**src/rtl/atten_pkg.sv**
```systemverilog
package atten_pkg;

  // Round a nanosecond interval up to whole clock cycles.
  function automatic int cdiv(input int num, input int den);
    return (num + den - 1) / den;
  endfunction

  function automatic int imax(input int a, input int b);
    return (a > b) ? a : b;
  endfunction

  typedef enum logic [2:0] {
    ST_IDLE,
    ST_LOW,
    ST_HIGH,
    ST_LESU,
    ST_LATCH
  } hostState_t;

  // Strobes from control to datapath.
  typedef struct packed {
    logic load;
    logic shift;
  } shiftStrb_t;

endpackage

```
**src/rtl/atten_shifter.sv**
```systemverilog
module atten_shifter
  import atten_pkg::*;
#(
  parameter int NUM_DEV = 2,
  parameter int CODE_W  = 6,
  parameter int WORD_W  = 8
) (
  input  logic                      clk,
  input  logic                      rst_n,
  input  logic [NUM_DEV*CODE_W-1:0] codes,
  input  shiftStrb_t                strb,
  output logic                      sData
);

  localparam int FRAME_BITS = NUM_DEV * WORD_W;
  localparam int PAD_W      = WORD_W - CODE_W;

  logic [FRAME_BITS-1:0] frameWord;
  logic [FRAME_BITS-1:0] shReg;

  // Device d occupies slot d; the highest slot leaves first (farthest device).
  for (genvar d = 0; d < NUM_DEV; d++) begin : g_slot
    assign frameWord[d*WORD_W +: WORD_W] = {{PAD_W{1'b0}}, codes[d*CODE_W +: CODE_W]};
  end

  always_ff @(posedge clk or negedge rst_n) begin
    if (!rst_n) begin
      shReg <= '0;
    end else if (strb.load) begin
      shReg <= frameWord;
    end else if (strb.shift) begin
      shReg <= {shReg[FRAME_BITS-2:0], 1'b0};
    end
  end

  assign sData = shReg[FRAME_BITS-1];

endmodule

```
**src/rtl/atten_ctrl.sv**
```systemverilog
module atten_ctrl
  import atten_pkg::*;
#(
  parameter int FRAME_BITS = 16,
  parameter int LOW_C      = 3,
  parameter int HIGH_C     = 4,
  parameter int LES_C      = 2,
  parameter int LEW_C      = 1,
  parameter int SPACE_C    = 63
) (
  input  logic       clk,
  input  logic       rst_n,
  input  logic       startValid,
  output logic       busy,
  output logic       done,
  output logic       sClk,
  output logic       latchEn,
  output shiftStrb_t strb
);

  localparam int PH_MAX = imax(imax(LOW_C, HIGH_C), imax(LES_C, LEW_C));
  localparam int PH_W   = imax(1, $clog2(PH_MAX + 1));
  localparam int BIT_W  = imax(1, $clog2(FRAME_BITS));
  localparam int SP_W   = imax(1, $clog2(SPACE_C + 1));

  localparam logic [PH_W-1:0]  LOW_LD   = PH_W'(LOW_C - 1);
  localparam logic [PH_W-1:0]  HIGH_LD  = PH_W'(HIGH_C - 1);
  localparam logic [PH_W-1:0]  LES_LD   = PH_W'(LES_C - 1);
  localparam logic [PH_W-1:0]  LEW_LD   = PH_W'(LEW_C - 1);
  localparam logic [BIT_W-1:0] BIT_LD   = BIT_W'(FRAME_BITS - 1);
  localparam logic [SP_W-1:0]  SPACE_LD = SP_W'(SPACE_C);

  hostState_t       state;
  logic [PH_W-1:0]  phaseCnt;
  logic [BIT_W-1:0] bitCnt;
  logic [SP_W-1:0]  spaceCnt;
  logic             phaseEnd;
  logic             accept;

  assign phaseEnd = (phaseCnt == '0);
  assign busy     = (state != ST_IDLE) || (spaceCnt != '0);
  assign accept   = (state == ST_IDLE) && startValid && (spaceCnt == '0);

  always_comb begin
    strb.load  = accept;
    strb.shift = (state == ST_HIGH) && phaseEnd && (bitCnt != '0);
  end

  always_ff @(posedge clk or negedge rst_n) begin
    if (!rst_n) begin
      state    <= ST_IDLE;
      phaseCnt <= '0;
      bitCnt   <= '0;
      spaceCnt <= '0;
      sClk     <= 1'b0;
      latchEn  <= 1'b0;
      done     <= 1'b0;
    end else begin
      done <= 1'b0;
      if (spaceCnt != '0) spaceCnt <= spaceCnt - 1'b1;
      unique case (state)
        ST_IDLE: begin
          if (accept) begin
            state    <= ST_LOW;
            phaseCnt <= LOW_LD;
            bitCnt   <= BIT_LD;
          end
        end
        ST_LOW: begin
          if (phaseEnd) begin
            state    <= ST_HIGH;
            phaseCnt <= HIGH_LD;
            sClk     <= 1'b1;
          end else begin
            phaseCnt <= phaseCnt - 1'b1;
          end
        end
        ST_HIGH: begin
          if (phaseEnd) begin
            sClk <= 1'b0;
            if (bitCnt == '0) begin
              state    <= ST_LESU;
              phaseCnt <= LES_LD;
            end else begin
              state    <= ST_LOW;
              phaseCnt <= LOW_LD;
              bitCnt   <= bitCnt - 1'b1;
            end
          end else begin
            phaseCnt <= phaseCnt - 1'b1;
          end
        end
        ST_LESU: begin
          if (phaseEnd) begin
            state    <= ST_LATCH;
            phaseCnt <= LEW_LD;
            latchEn  <= 1'b1;
            spaceCnt <= SPACE_LD;
          end else begin
            phaseCnt <= phaseCnt - 1'b1;
          end
        end
        ST_LATCH: begin
          if (phaseEnd) begin
            state   <= ST_IDLE;
            latchEn <= 1'b0;
            done    <= 1'b1;
          end else begin
            phaseCnt <= phaseCnt - 1'b1;
          end
        end
        default: state <= ST_IDLE;
      endcase
    end
  end

endmodule

```
**src/rtl/atten_chain_host.sv**
```systemverilog
module atten_chain_host
  import atten_pkg::*;
#(
  parameter int NUM_DEV     = 2,
  parameter int CODE_W      = 6,
  parameter int WORD_W      = 8,
  parameter int CLK_NS      = 10,
  parameter int SCK_NS      = 70,
  parameter int SETUP_NS    = 15,
  parameter int HOLD_NS     = 20,
  parameter int LE_SETUP_NS = 15,
  parameter int LE_WIDTH_NS = 10,
  parameter int LE_SPACE_NS = 630
) (
  input  logic                      clk,
  input  logic                      rst_n,
  input  logic                      startValid,
  input  logic [NUM_DEV*CODE_W-1:0] codes,
  output logic                      busy,
  output logic                      done,
  output logic                      sData,
  output logic                      sClk,
  output logic                      latchEn
);

  localparam int FRAME_BITS = NUM_DEV * WORD_W;
  localparam int SCK_C      = cdiv(SCK_NS, CLK_NS);
  localparam int SETUP_C    = cdiv(SETUP_NS, CLK_NS);
  localparam int HOLD_C     = cdiv(HOLD_NS, CLK_NS);
  // The high phase also covers hold, since data moves only at its end.
  localparam int HIGH_C     = imax(1, imax(cdiv(SCK_C, 2), HOLD_C));
  localparam int LOW_C      = imax(1, imax(SETUP_C, SCK_C - HIGH_C));
  localparam int LES_C      = imax(1, cdiv(LE_SETUP_NS, CLK_NS));
  localparam int LEW_C      = imax(1, cdiv(LE_WIDTH_NS, CLK_NS));
  localparam int SPACE_C    = imax(1, cdiv(LE_SPACE_NS, CLK_NS));

  shiftStrb_t strb;

  atten_ctrl #(
    .FRAME_BITS(FRAME_BITS),
    .LOW_C     (LOW_C),
    .HIGH_C    (HIGH_C),
    .LES_C     (LES_C),
    .LEW_C     (LEW_C),
    .SPACE_C   (SPACE_C)
  ) u_ctrl (
    .clk       (clk),
    .rst_n     (rst_n),
    .startValid(startValid),
    .busy      (busy),
    .done      (done),
    .sClk      (sClk),
    .latchEn   (latchEn),
    .strb      (strb)
  );

  atten_shifter #(
    .NUM_DEV(NUM_DEV),
    .CODE_W (CODE_W),
    .WORD_W (WORD_W)
  ) u_shift (
    .clk  (clk),
    .rst_n(rst_n),
    .codes(codes),
    .strb (strb),
    .sData(sData)
  );

endmodule

```
**config.mk**
```make
export PLATFORM = sky130hd
export DESIGN_NAME = atten_chain_host
export DESIGN_NICKNAME = d
export VERILOG_FILES = /design/src/rtl/atten_pkg.sv /design/src/rtl/atten_shifter.sv /design/src/rtl/atten_ctrl.sv /design/src/rtl/atten_chain_host.sv
export SDC_FILE = /design/constraint.sdc
export NUM_CORES = 1
export LEC_CHECK = 0
export ABC_AREA = 1
export BUFFER_PORTS_ARGS = -buffer_cell sky130_fd_sc_hd__clkbuf_2
export CORE_MARGIN = 2
export CORE_UTILIZATION = 60
export CTS_BUF_LIST = sky130_fd_sc_hd__clkbuf_2
export CTS_CLUSTER_SIZE = 28
export DETAILED_ROUTE_END_ITERATION = 8
export HOLD_SLACK_MARGIN = 0.02
export PLACE_DENSITY_LB_ADDON = 0.3
export SYNTH_ARGS = -nofsm -noshare
export SYNTH_HDL_FRONTEND = slang
export SYNTH_SLANG_ARGS = --single-unit
```
**constraint.sdc**
```tcl
create_clock -name clk -period 1.94 [get_ports clk]
set_input_delay 0.388 -clock clk [delete_from_list [all_inputs] [get_ports clk]]
set_output_delay 0.388 -clock clk [all_outputs]
set_load 0.005 [all_outputs]
```
Yosys cells after proc, flatten, opt, wreduce, memory -nomap -nowiden. Index checks and enable logic that the tools add are counted.

Add/subtract/negate cells: 3. Eq/ne operators: 11. Multiplexer cells: 29. Reductions and logical operators: 22.

Operators by type and width (count): $mux W16 (2); $mux W3 (10); $pmux W3 S5 (2); $mux W6 (3); $mux W4 (3); $ne A2 B1 Y1 const B (5); $reduce_and A3 Y1 (3); $pmux W4 S2 (1); $reduce_bool A2 Y1 (4); $eq A3 B2 Y1 const B (2); $logic_not A3 Y1 (2); $logic_not A6 Y1 (1); $reduce_bool A6 Y1 (1); $sub A6 B1 Y6 const B (1); $reduce_and A5 Y1 (1); $reduce_bool A5 Y1 (1); $logic_and A1 B1 Y1 (4); $logic_not A4 Y1 (1); $mux W1 (4); $mux W2 (2); $ne A2 B2 Y1 const B (2); $pmux W1 S2 (2); $reduce_and A4 Y1 (1); $reduce_bool A4 Y1 (1); 6 further kinds (6).

Flip-flop bits (word level): 35. Bits of input ports: 15. Output and inout port bits: 5.

Longest topological paths before layout.
Word-level depth: 5. Mapped depth: 11. Depth with buffers taken out: 11.

Modules after synthesis. From an unflattened synthesis, not the netlist that was laid out.

Cells, all modules: 236. Area total of the unflattened synthesis: 1955.6 um^2.

Modules (own cells, without submodules): atten_ctrl (times used 1, cells each 154, area an instance 1207.4 um^2, seq. area each 475.5 um^2); atten_shifter (times used 1, cells each 82, area an instance 748.2 um^2, seq. area each 400.4 um^2).

Worst setup path before layout. Ideal clock, no wire load.

Path kind: register -> output. Start: register u_ctrl.spaceCnt[0]. End: output busy. Arrival time: 1.146 ns. Setup slack: 0.406 ns. Stages on the path, launching flop included: 8. Path buffers: 0. Cells stage by stage: dfrtp_1 -> inv_1 -> ha_1 -> inv_1 -> nor2_2 -> nand3_2 -> inv_1 -> nand2_1.

Cells in the longest elaborated chain, start to end: 2.

Ends and longest elaborated chain: from (decl) (line atten_ctrl.sv:36) `logic [SP_W-1:0] spaceCnt;`; from (signal assigned) (line atten_ctrl.sv:60) `if (spaceCnt != '0) spaceCnt <= spaceCnt - 1'b1;`; $reduce_bool A6 Y1 (line atten_ctrl.sv:41) `assign busy = (state != ST_IDLE) || (spaceCnt != '0);`; $logic_or A1 B1 Y1 (line atten_ctrl.sv:41); to (decl) (line atten_chain_host.sv:19) `output logic busy,`.

Every way passes these cells.

Final worst setup path.
Start: register u_ctrl.spaceCnt[1]. End: output busy.

Same word-level chain as after synthesis.

==> results.md <==
* Final critical-path required period at 1.853 ns
* Area growth from synthesis to final layout at 14.65%
* Worst ir drop on vdd at 0.9068 mV
* Nets at 275
* Fin util at 74.00%
* Max Clock Skew at 0.01455 ns
* Worst hold start: codes[4]
* Req. time, crit path at 1.55 ns
* Hold Path Stages at 3
* DR vias/cell at 5.247
* Leakage power at 1.051 nW
* Violated checks: design-rule violations
* Mapped cell area at 1810 um2
* Hold Worst Slack at 0.1958 ns
* Root Buffer: clkbuf_2
* Commonest non-fill, non-tap cell in the layout: nand2_1
* Total track usage at 23.82%
* Clock tree buffer depth at 2
* WS Path Type: flip-flop to output port
* First-pass GRT wire length at 6099 um
* # diodes at 0
* Die width at 58.93 um
* Clk slew on worst S/H paths at 0.18 ns
* Chip Height at 58.93 um
* Worst min-delay path endpoint: u_shift.shReg[4]
* HP Class: input port to flip-flop
* Largest net degree at the start of global routing at 19
* Initial antenna violation count at 0
* Final wirelength at 3580 um
* Outcome: finished, violations left
* Yosys Warn Count at 0
* Placed Cells at 273
* Yosys top cell area share at 48.38%
* Count of unique library cells instantiated by Yosys at 26
* Fillers at 212
* Synth top area cells: dfrtp_1, nand2_1, nand3_1
* Crit path launch type: flip-flop
* 1st-iter DRT viols at 99
* Io pins at 20
* Multi-input combinational cell area at 838.3 um2
* CORE AREA at 2805 um2
* Fin. max-slew vios at 0
* Share of cells above drive strength 1 at 24.90%
* H-Tree Level Count at 2
* Design Power at 3.151 mW
* Residual DRC at 1
* Post-synthesis sequential area ratio at 48.38%
* Final setup TNS at 0 ns
* Die area at 3473 um2
* RR Endpoint: u_shift.shReg[1]
* Reg2Reg Depth at 9
* Post-route ant nets at 0
* Input/output buffers at 19
* Pwr dens at 1518 nW/um2
* Final Wtd Congestion at 0.7925
* Clock sink count at 35
* CP Max Fanout at 2
* Cell Rows at 19
* CTS Buf Count at 5
* WL/cell at 12.43 um
* Syn Nets at 243
* Via count at 1511
* Most frequent cells in the layout: nand2_1, dfrtp_1, clkbuf_2
* Avg Cell Area, Syn at 8.083 um2
* Clk Latency, worst-skew pair at 0.39 ns
* Dominant cell type by area after synthesis: dfrtp_1
* Max Clock Freq at 0.5397 GHz
* Vias in the first global route at 1428
* Flops & latches, synth at 35
* R2r setup slk at 0.21 ns
* Initial Util at 64.54%
* Final period util at 95.52%
* Endpoints failing hold at 0
* FF+latch area at 877.1 um2
* Layout Cells excl Fill at 288
* TritonRoute pass-1 iters at 7
* Max Cap Viol at 0
* Critical Path End Type: output port
* Endpoints failing setup at 0
* WP data arrival at 1.47 ns
* CTS tree: yes
* DPL Wire Length at 2515 um
* Worst reg2reg path startpoint: u_ctrl.phaseCnt[0]
* Global route total overflow at 0
* Rel. slew slack at 68.20%
* Syn Inst Count at 224
* Worst-Margin Slew at 0.4770 ns
stage by stage:
stage	cell area, um2	worst slack (ns)
4_1_cts	2047	0.01138
3_3_place_gp	1949	0.2469
2_1_floorplan	1810	0.4059
3_5_place_dp	1949	0.1954
5_1_grt	2076	-0.01237
6_report	2076	0.08699
worst max-delay path: stages (launching register included):
cell and delay [ns]:
dfrtp_1 0.42, inv_2 0.08, ha_4 0.13, inv_2 0.04, nor2_4 0.11, nand3_4 0.09
inv_4 0.06, nand2_1 0.04, clkbuf_2 0.11
sequential cells by signal (all words and copies together), names as in the netlist:
name,count
u_ctrl.state,3
u_ctrl.sClk,1
u_ctrl.bitCnt,4
u_ctrl.latchEn,1
u_shift.shReg,16
u_ctrl.spaceCnt,6
u_ctrl.done,1
u_ctrl.phaseCnt,3
routing by layer:
metal  vias to the layer above  routed length (um)  track usage, %
li1                        781                   -               -
met2                        27                1703           37.46
met3                         8                 154           7.473
met4                         0                  62           8.766
met5                         -                   0               0
met1                       695                1659           31.06
worst max path at each step:
stage	to	start	cells past startpoint
after global placement	u_shift.shReg[8]	u_ctrl.phaseCnt[0]	9
final	busy	u_ctrl.spaceCnt[1]	8
after floorplan	busy	u_ctrl.spaceCnt[0]	7
after detailed placement	busy	u_ctrl.spaceCnt[0]	8
after CTS	busy	u_ctrl.spaceCnt[1]	8
after global routing	busy	u_ctrl.state[1]	5
cell usage after synthesis:
library cell	instances
nand2_1	77
dfrtp_1	35
inv_1	21
nand3_1	19
nor2_1	14
o21ai_0	12
o211ai_1	5
a21oi_1	4
ha_1	4
inv_2	4
nor2_2	4
nand3_2	3
nor2_4	3
o21ai_1	3
o21ai_2	3
buf_4	2
nand2_4	2
a22oi_2	1
buf_6	1
clkbuf_1	1
nand4_1	1
nor3_1	1
o22ai_1	1
or2_2	1
xnor2_1	1
xor2_1	1
logic make-up after synthesis:
kind of cell / synth area share [%]
adder cells (fa/ha/maj): 2.764
AO/OA/AOI/OAI: 9.814
buffers and inverters: 6.841
XOR/XNOR: 0.9677
AND/OR/NAND/NOR: 31.24
flip-flops: 48.38
layout make-up:
type | count | share of cell area [%]
clock buffer | 5 | 1.206
timing repair buffer | 29 | 8.921
sequential | 35 | 42.25
multi-input combinational | 160 | 40.39
tap | 31 | 1.869
clock inverter | 3 | 0.7233
inverter | 25 | 4.641
power by group:
part	switching (mW)	leakage [nW]	internal [mW]
Clock	0.244	0.0325	0.0825
Sequential	0.225	0.429	1.06
Combinational	0.930	0.589	0.611
Total	1.40	1.05	1.75
what timing repair did:
| item | in CTS | in global routing |
|---|---|---|
| resized for setup | 7 | 4 |
| endpoints found under the setup margin | 1 | 1 |
| gates cloned | 0 | 0 |
| pin swaps | 2 | 2 |
| hold endpoints to repair | 17 | 0 |
| hold buffers | 1 | 0 |
| setup buffers | 4 | 2 |
No activity file was read; power rests on OpenSTA's default activity.
